--- config.mk ---
export PLATFORM = sky130hd
export DESIGN_NAME = simd_mac_unit
export DESIGN_NICKNAME = d
export VERILOG_FILES = /design/src/rtl/mac_pkg.sv /design/src/rtl/mac_issue.sv /design/src/rtl/mac_mult.sv /design/src/rtl/mac_acc_bank.sv /design/src/rtl/simd_mac_unit.sv
export SDC_FILE = /design/constraint.sdc
export NUM_CORES = 2
export LEC_CHECK = 0
export ABC_AREA = 1
export BUFFER_PORTS_ARGS = -buffer_cell sky130_fd_sc_hd__clkbuf_2
export CAP_MARGIN = 10
export CORE_UTILIZATION = 65
export CTS_BUF_LIST = sky130_fd_sc_hd__clkbuf_2 sky130_fd_sc_hd__clkbuf_4 sky130_fd_sc_hd__clkbuf_8
export DETAILED_ROUTE_END_ITERATION = 6
export PLACE_DENSITY = 0.81
export REMOVE_ABC_BUFFERS = 1
export SYNTH_ARGS = -nofsm -noshare
export SYNTH_HDL_FRONTEND = slang
export SYNTH_SLANG_ARGS = --single-unit
export TNS_END_PERCENT = 1
--- constraint.sdc ---
create_clock -name clk -period 7.6 [get_ports clk]
set_clock_uncertainty 0.2 [all_clocks]
set_input_delay 1.52 -clock clk [delete_from_list [all_inputs] [get_ports clk]]
set_output_delay 1.52 -clock clk [all_outputs]
set_load 0.01 [all_outputs]
--- src/rtl/mac_pkg.sv ---
package mac_pkg;
  localparam int OPW   = 32;               // operand width
  localparam int ACCW  = 40;               // accumulator width
  localparam int FIRST = 16;               // multiplier bits in pass one
  localparam int NEXT  = 12;               // multiplier bits in later passes
  localparam int NACC  = 2;                // accumulator count
  localparam int ITERS = 1 + (OPW - FIRST + NEXT - 1) / NEXT;
  localparam int CHW   = FIRST + 1;        // signed slice width
  localparam int CNTW  = $clog2(ITERS);
  localparam int SHW   = $clog2(OPW);
  localparam int SELW  = $clog2(NACC);
  localparam int HALF  = OPW / 2;

  typedef enum logic [1:0] {
    OP_MAC32 = 2'b00,
    OP_MAC16 = 2'b01,
    OP_DUAL  = 2'b10,
    OP_CLR   = 2'b11
  } mac_op_e;

  typedef struct packed {
    logic            vld;
    mac_op_e         op;
    logic [SELW-1:0] sel;
    logic [OPW-1:0]  a;
    logic [OPW-1:0]  b;
    logic [CHW-1:0]  chunk;
    logic [SHW-1:0]  shamt;
  } slice_t;
endpackage

--- src/rtl/mac_issue.sv ---
module mac_issue
  import mac_pkg::*;
(
  input  logic             clk,
  input  logic             rst,
  input  logic             in_valid,
  input  logic [1:0]       in_op,
  input  logic [SELW-1:0]  in_sel,
  input  logic [OPW-1:0]   in_a,
  input  logic [OPW-1:0]   in_b,
  output logic             in_ready,
  output slice_t           s1
);
  logic [CNTW-1:0] cnt;
  logic [OPW-1:0]  ha, hb;
  logic [SELW-1:0] hsel;
  slice_t          nxt;
  int              start;

  assign in_ready = (cnt == '0);

  always_comb begin
    nxt   = '0;
    start = FIRST + (int'(cnt) - 1) * NEXT;
    if (cnt == '0) begin
      nxt.vld   = in_valid;
      nxt.op    = mac_op_e'(in_op);
      nxt.sel   = in_sel;
      nxt.a     = in_a;
      nxt.b     = in_b;
      nxt.shamt = '0;
      if (mac_op_e'(in_op) == OP_MAC32)
        nxt.chunk = {1'b0, in_b[FIRST-1:0]};
      else
        nxt.chunk = {in_b[FIRST-1], in_b[FIRST-1:0]};
    end else begin
      nxt.vld   = 1'b1;
      nxt.op    = OP_MAC32;
      nxt.sel   = hsel;
      nxt.a     = ha;
      nxt.b     = hb;
      nxt.shamt = SHW'(start);
      if (cnt == CNTW'(ITERS - 1))
        nxt.chunk = CHW'($signed(hb) >>> start);
      else
        nxt.chunk = CHW'((hb >> start) & ((OPW'(1) << NEXT) - OPW'(1)));
    end
  end

  always_ff @(posedge clk) begin
    if (rst) begin
      cnt  <= '0;
      ha   <= '0;
      hb   <= '0;
      hsel <= '0;
      s1   <= '0;
    end else begin
      s1 <= nxt;
      if (cnt == '0) begin
        if (in_valid && mac_op_e'(in_op) == OP_MAC32) begin
          cnt  <= CNTW'(1);
          ha   <= in_a;
          hb   <= in_b;
          hsel <= in_sel;
        end
      end else if (cnt == CNTW'(ITERS - 1)) begin
        cnt <= '0;
      end else begin
        cnt <= cnt + CNTW'(1);
      end
    end
  end
endmodule

--- src/rtl/mac_mult.sv ---
module mac_mult
  import mac_pkg::*;
(
  input  logic             clk,
  input  logic             rst,
  input  slice_t           s1,
  output logic             t_vld,
  output logic             t_clr,
  output logic [SELW-1:0]  t_sel,
  output logic [ACCW-1:0]  t_val
);
  logic                   p_vld;
  mac_op_e                p_op;
  logic [SELW-1:0]        p_sel;
  logic [SHW-1:0]         p_shamt;
  logic [ACCW-1:0]        p_main;
  logic signed [OPW-1:0]  p_lo, p_hi;
  logic [ACCW-1:0]        aligned;

  // multiply stage
  always_ff @(posedge clk) begin
    if (rst) begin
      p_vld   <= 1'b0;
      p_op    <= OP_MAC32;
      p_sel   <= '0;
      p_shamt <= '0;
      p_main  <= '0;
      p_lo    <= '0;
      p_hi    <= '0;
    end else begin
      p_vld   <= s1.vld;
      p_op    <= s1.op;
      p_sel   <= s1.sel;
      p_shamt <= s1.shamt;
      p_main  <= ACCW'($signed(s1.a)) * ACCW'($signed(s1.chunk));
      p_lo    <= OPW'($signed(s1.a[HALF-1:0])) * OPW'($signed(s1.b[HALF-1:0]));
      p_hi    <= OPW'($signed(s1.a[OPW-1:HALF])) * OPW'($signed(s1.b[OPW-1:HALF]));
    end
  end

  always_comb begin
    case (p_op)
      OP_DUAL: aligned = ACCW'(p_lo) + ACCW'(p_hi);
      OP_CLR:  aligned = '0;
      default: aligned = p_main << p_shamt;
    endcase
  end

  // align stage
  always_ff @(posedge clk) begin
    if (rst) begin
      t_vld <= 1'b0;
      t_clr <= 1'b0;
      t_sel <= '0;
      t_val <= '0;
    end else begin
      t_vld <= p_vld;
      t_clr <= (p_op == OP_CLR);
      t_sel <= p_sel;
      t_val <= aligned;
    end
  end
endmodule

--- src/rtl/mac_acc_bank.sv ---
module mac_acc_bank
  import mac_pkg::*;
(
  input  logic             clk,
  input  logic             rst,
  input  logic             t_vld,
  input  logic             t_clr,
  input  logic [SELW-1:0]  t_sel,
  input  logic [ACCW-1:0]  t_val,
  input  logic [SELW-1:0]  rd_sel,
  output logic [ACCW-1:0]  rd_data
);
  logic [ACCW-1:0] acc [NACC];

  for (genvar g = 0; g < NACC; g++) begin : g_acc
    always_ff @(posedge clk) begin
      if (rst)
        acc[g] <= '0;
      else if (t_vld && int'(t_sel) == g)
        acc[g] <= t_clr ? '0 : acc[g] + t_val;
    end
  end

  assign rd_data = acc[rd_sel];
endmodule

--- src/rtl/simd_mac_unit.sv ---
module simd_mac_unit
  import mac_pkg::*;
(
  input  logic        clk,
  input  logic        rst,
  input  logic        in_valid,
  output logic        in_ready,
  input  logic [1:0]  in_op,
  input  logic        in_acc_sel,
  input  logic [31:0] in_mcand,
  input  logic [31:0] in_mplier,
  input  logic        rd_sel,
  output logic [39:0] rd_data
);
  slice_t          s1;
  logic            t_vld, t_clr;
  logic [SELW-1:0] t_sel;
  logic [ACCW-1:0] t_val;

  mac_issue u_issue (
    .clk(clk), .rst(rst), .in_valid(in_valid), .in_op(in_op),
    .in_sel(in_acc_sel), .in_a(in_mcand), .in_b(in_mplier),
    .in_ready(in_ready), .s1(s1)
  );

  mac_mult u_mult (
    .clk(clk), .rst(rst), .s1(s1),
    .t_vld(t_vld), .t_clr(t_clr), .t_sel(t_sel), .t_val(t_val)
  );

  mac_acc_bank u_bank (
    .clk(clk), .rst(rst), .t_vld(t_vld), .t_clr(t_clr),
    .t_sel(t_sel), .t_val(t_val), .rd_sel(rd_sel), .rd_data(rd_data)
  );
endmodule

==> tab_implementation.tex <==
\begin{tabular}{lr}
\hline
Metric & Value \\
\hline
\multicolumn{2}{l}{\textbf{Outcome}} \\
\quad Outcome & completed \\
\multicolumn{2}{l}{\textbf{Synth}} \\
\quad Ranking of synthesized cells by instance count & sky130\_fd\_sc\_hd\_\_inv\_1, sky130\_fd\_sc\_hd\_\_nand2\_1, sky130\_fd\_sc\_hd\_\_fa\_1, sky130\_fd\_sc\_hd\_\_nor2\_1, sky130\_fd\_sc\_hd\_\_a21oi\_1 \\
\quad Post-synthesis instance total & 7935 \\
\quad Flops \& latches, synth & 389 \\
\quad Cell with the most instances after synthesis & sky130\_fd\_sc\_hd\_\_inv\_1 \\
\quad Count of warnings emitted by yosys & 0 \\
\quad Cell type with the largest total area after synthesis & sky130\_fd\_sc\_hd\_\_fa\_1 \\
\quad Register area share after synthesis & 0.145 \\
\quad Synth cell types & 68 \\
\quad Average instance area after synthesis & 7.48 um2 \\
\quad Async set or reset register ratio after synthesis & 0 \\
\quad Post-synth top area share & 0.324 \\
\quad Most used flip-flop cell after synthesis & sky130\_fd\_sc\_hd\_\_dfxtp\_1 \\
\quad Synthesized cell area & 0.0594 mm2 \\
\quad Post-synth EDFFs & 80 \\
\quad Top cells by area, synth & sky130\_fd\_sc\_hd\_\_fa\_1, sky130\_fd\_sc\_hd\_\_inv\_1, sky130\_fd\_sc\_hd\_\_nand2\_1 \\
\multicolumn{2}{l}{\textbf{Drt}} \\
\quad Total wire length after detailed routing & 184000 um \\
\quad Via/cell ratio & 5.63 \\
\quad Residual DRC & 0 \\
\quad Antenna-violating nets left & 0 \\
\quad Number of vias in the routed layout & 51500 \\
\quad Post-DR wirelength/cell & 20.1 um \\
\quad Number of DRC markers after the initial detailed-route iteration & 5311 \\
\quad Detailed Routing Iterations Pass 1 & 6 \\
\multicolumn{2}{l}{\textbf{Global route}} \\
\quad Remaining global-route overflow & 0 \\
\quad All-layer global routing usage & 0.405 \\
\quad Via count of the first global-routing pass & 52900 \\
\quad Antenna violations before repair & 17 \\
\quad Global-route wire length before repair & 290000 um \\
\quad Maximum number of pins on one net before global-route repair & 131 \\
\multicolumn{2}{l}{\textbf{Min path}} \\
\quad Hold path startpoint & u\_issue.s1[89] \\
\quad HP Class & flop to flop \\
\multicolumn{2}{l}{\textbf{Clocking}} \\
\quad TritonCTS clock tree & yes \\
\quad Number of buffers inserted for hold repair after clock tree synthesis & 0 \\
\quad Max clock buf depth & 3 \\
\quad Worst-Skew Late Latency & 0.72 ns \\
\quad Number of clock sinks seen by CTS & 389 \\
\quad CTS clk-pin slew, worst paths & 0.08 ns \\
\quad Num CTS Buffers & 71 \\
\quad \# resized after CTS & 0 \\
\quad Clock Root Buffer & sky130\_fd\_sc\_hd\_\_clkbuf\_8 \\
\quad Number of buffers inserted by post-CTS setup repair & 0 \\
\quad H-tree depth reported by CTS & 3 \\
\multicolumn{2}{l}{\textbf{Setup path}} \\
\quad Crit. Startpoint & u\_issue.s1[7] \\
\quad R2r startpoint & u\_issue.s1[7] \\
\quad Worst setup SP type & flop \\
\quad Required time worst endpoint & 7.98 ns \\
\quad Critical-path maximum fanout & 18 \\
\quad Critical Path End Type & flop \\
\quad Crit path DAT & 7.41 ns \\
\quad Start-to-end type of the worst setup path & flop to flop \\
\multicolumn{2}{l}{\textbf{STA}} \\
\quad Count of pins over their slew limit & 0 \\
\quad Achievable Freq & 142 MHz \\
\quad Final count of negative-setup-slack endpoints & 0 \\
\quad Total negative slack for setup checks & 0 ns \\
\quad Fin crit period & 7.03 ns \\
\quad Least setup slack across all paths after layout & 0.569 ns \\
\quad Worst hold slack & 0.213 ns \\
\quad Setup repair after global routing missed its margin & false \\
\quad Final hold vios & 0 \\
\quad Crit share post-route & 0.925 \\
\quad Headroom to the max-slew limit & 0.185 \\
\quad Measured slew at the worst slew-check pin & 1.22 ns \\
\multicolumn{2}{l}{\textbf{Power and ir drop}} \\
\quad Net load switching power & 0.00702 W \\
\quad Pwr Density & 218 mW/mm2 \\
\quad Internal Pwr Total & 0.00658 W \\
\quad Total power & 0.0136 W \\
\quad Switching Share & 0.516 \\
\quad Peak supply drop & 0.216 mV \\
\quad Share of power burned in registers & 0.218 \\
\quad Combinational group share of total power & 0.620 \\
\quad Leakage & 33.6 nW \\
\quad Power share of the clock group & 0.162 \\
\multicolumn{2}{l}{\textbf{Placed design}} \\
\quad Detailed placer's ending HPWL & 150000 um \\
\quad Last weighted congestion value of the routability-driven placer & 1.01 \\
\quad IO buf count & 111 \\
\quad Post-Place Setup Slack & 0.723 ns \\
\quad Placement Cell Area & 0.0609 mm2 \\
\multicolumn{2}{l}{\textbf{Final layout}} \\
\quad Area Overhead vs Synth & 5.25\% \\
\quad Post-layout net count & 9311 \\
\quad Fraction of layout cells with a size suffix above 1 & 0.0664 \\
\quad Design Area, Final & 0.0625 mm2 \\
\quad Layout filler cell count & 7624 \\
\multicolumn{2}{l}{\textbf{Die}} \\
\quad Full die area & 0.0925 mm2 \\
\quad Total I/O pin count & 112 \\
\quad Core Footprint & 0.0903 mm2 \\
\quad Die X & 304 um \\
\quad Die extent in y & 304 um \\
\quad Initial Util & 0.658 \\
\quad Placement row count & 110 \\
\multicolumn{2}{l}{\textbf{Job}} \\
\quad Number of violations of the max-capacitance limit & 0 \\
\hline
\end{tabular}
==> cell usage in the layout, fill, tap and decap left out, drive strengths merged, types with 3 or more instances in the layout <==
cell type and count:
ha 383, o21ai 390, nand2 1885, nor4 8
o31ai 3, a21boi 27, or2 36, a211oi 18
mux2i 13, inv 1970, a21o 22, a31oi 29
and3 8, clkinvlp 7, o21a 49, xnor2 20
a21oi 445, nor3 35, clkinv 14, edfxtp 80
nand3 177, clkbuf 212, o22ai 21, o211ai 17
xor2 17, o221ai 3, nor2 553, dfxtp 309
nand4 25, o21bai 33, diode 13, mux2 39
nand3b 11, fa 961, a32o 6, bufinv 3
buf 104
==> worst paths after layout <==
path	endpoint	slack, ns	depth (start not counted)
min	u_mult.p_vld	0.21	2
max reg2reg	u_mult.p_main[38]	0.57	23
min reg2reg	u_mult.p_vld	0.21	2
max	u_mult.p_main[38]	0.57	23
==> logic make-up (layout without fill, tap and decap cells) <==
family	after synthesis	in the layout	synth area share
AND/OR/NAND/NOR	2743	2743	0.187
buffers and inverters	2296	2310	0.146
adder cells (fa/ha/maj)	1344	1344	0.405
AO/OA/AOI/OAI	1074	1074	0.103
flip-flops	389	389	0.145
multiplexers	52	52	0.00959
XOR/XNOR	37	37	0.00546
other	0	13	0
==> critical path, cell delays in order, from the launching register on <==
cell,delay [ns]
sky130_fd_sc_hd__dfxtp_1,0.89
sky130_fd_sc_hd__buf_4,0.34
sky130_fd_sc_hd__nand2_1,0.12
sky130_fd_sc_hd__inv_1,0.17
sky130_fd_sc_hd__fa_1,0.46
sky130_fd_sc_hd__inv_1,0.24
sky130_fd_sc_hd__fa_1,0.48
sky130_fd_sc_hd__fa_1,0.50
sky130_fd_sc_hd__fa_1,0.59
sky130_fd_sc_hd__inv_1,0.06
sky130_fd_sc_hd__fa_1,0.49
sky130_fd_sc_hd__inv_1,0.05
sky130_fd_sc_hd__fa_1,0.48
sky130_fd_sc_hd__inv_1,0.04
sky130_fd_sc_hd__ha_1,0.39
sky130_fd_sc_hd__inv_1,0.11
sky130_fd_sc_hd__nor3_1,0.46
sky130_fd_sc_hd__nand2_1,0.19
sky130_fd_sc_hd__nor2_1,0.19
sky130_fd_sc_hd__nand4_1,0.12
sky130_fd_sc_hd__nand3_1,0.14
sky130_fd_sc_hd__nand2_1,0.06
sky130_fd_sc_hd__nand2_1,0.06
sky130_fd_sc_hd__nor2_1,0.05
==> stage by stage <==
stage,util,cells
2_1_floorplan,-,7609
3_5_place_dp,0.675,8999
6_report,0.692,9138
3_3_place_gp,0.675,8999
4_1_cts,0.692,9125
5_1_grt,0.692,9133
==> sequential cells by signal, indices dropped and copies added, names as in the netlist <==
signal,flops
u_mult.p_hi,32
u_mult.t_clr,1
u_mult.p_main,40
u_issue.hb,32
u_mult.t_sel,1
u_issue.s1,88
u_issue.ha,32
u_bank.acc,80
u_mult.p_shamt,3
u_mult.p_vld,1
u_mult.p_lo,32
u_mult.t_vld,1
u_mult.p_sel,1
u_mult.p_op,2
u_mult.t_val,40
u_issue.cnt,2
u_issue.hsel,1
==> cell type report <==
type | instances | area [um2] | share of cell area
antenna | 13 | 32.5 | 0.000521
clock buffer | 102 | 1280 | 0.0206
clock inverter | 24 | 236 | 0.00378
inverter | 1970 | 7400 | 0.118
multi-input combinational | 5250 | 42100 | 0.674
sequential | 389 | 8590 | 0.137
tap | 1176 | 1470 | 0.0235
timing repair buffer | 214 | 1340 | 0.0215
==> power groups by stage <==
stage | Combinational (W) | Clock, W | Sequential [W]
4_1_cts | 0.00830 | 0.00222 | 0.00295
2_1_floorplan | 0.00570 | 0 | 0.00272
3_5_place_dp | 0.00825 | 0 | 0.00299
3_3_place_gp | 0.00810 | 0 | 0.00299
6_report | 0.00843 | 0.00220 | 0.00297
5_1_grt | 0.00948 | 0.00231 | 0.00296
==> per-layer routing <==
metal	GRT usage	vias to the layer above	part of all wire
met5	0	-	0.00039
met1	0.547	24500	0.40
li1	-	23700	-
met3	0.0979	476	0.11
met4	0.149	12	0.040
met2	0.636	2821	0.45
Power figures use the tool's default switching activity.
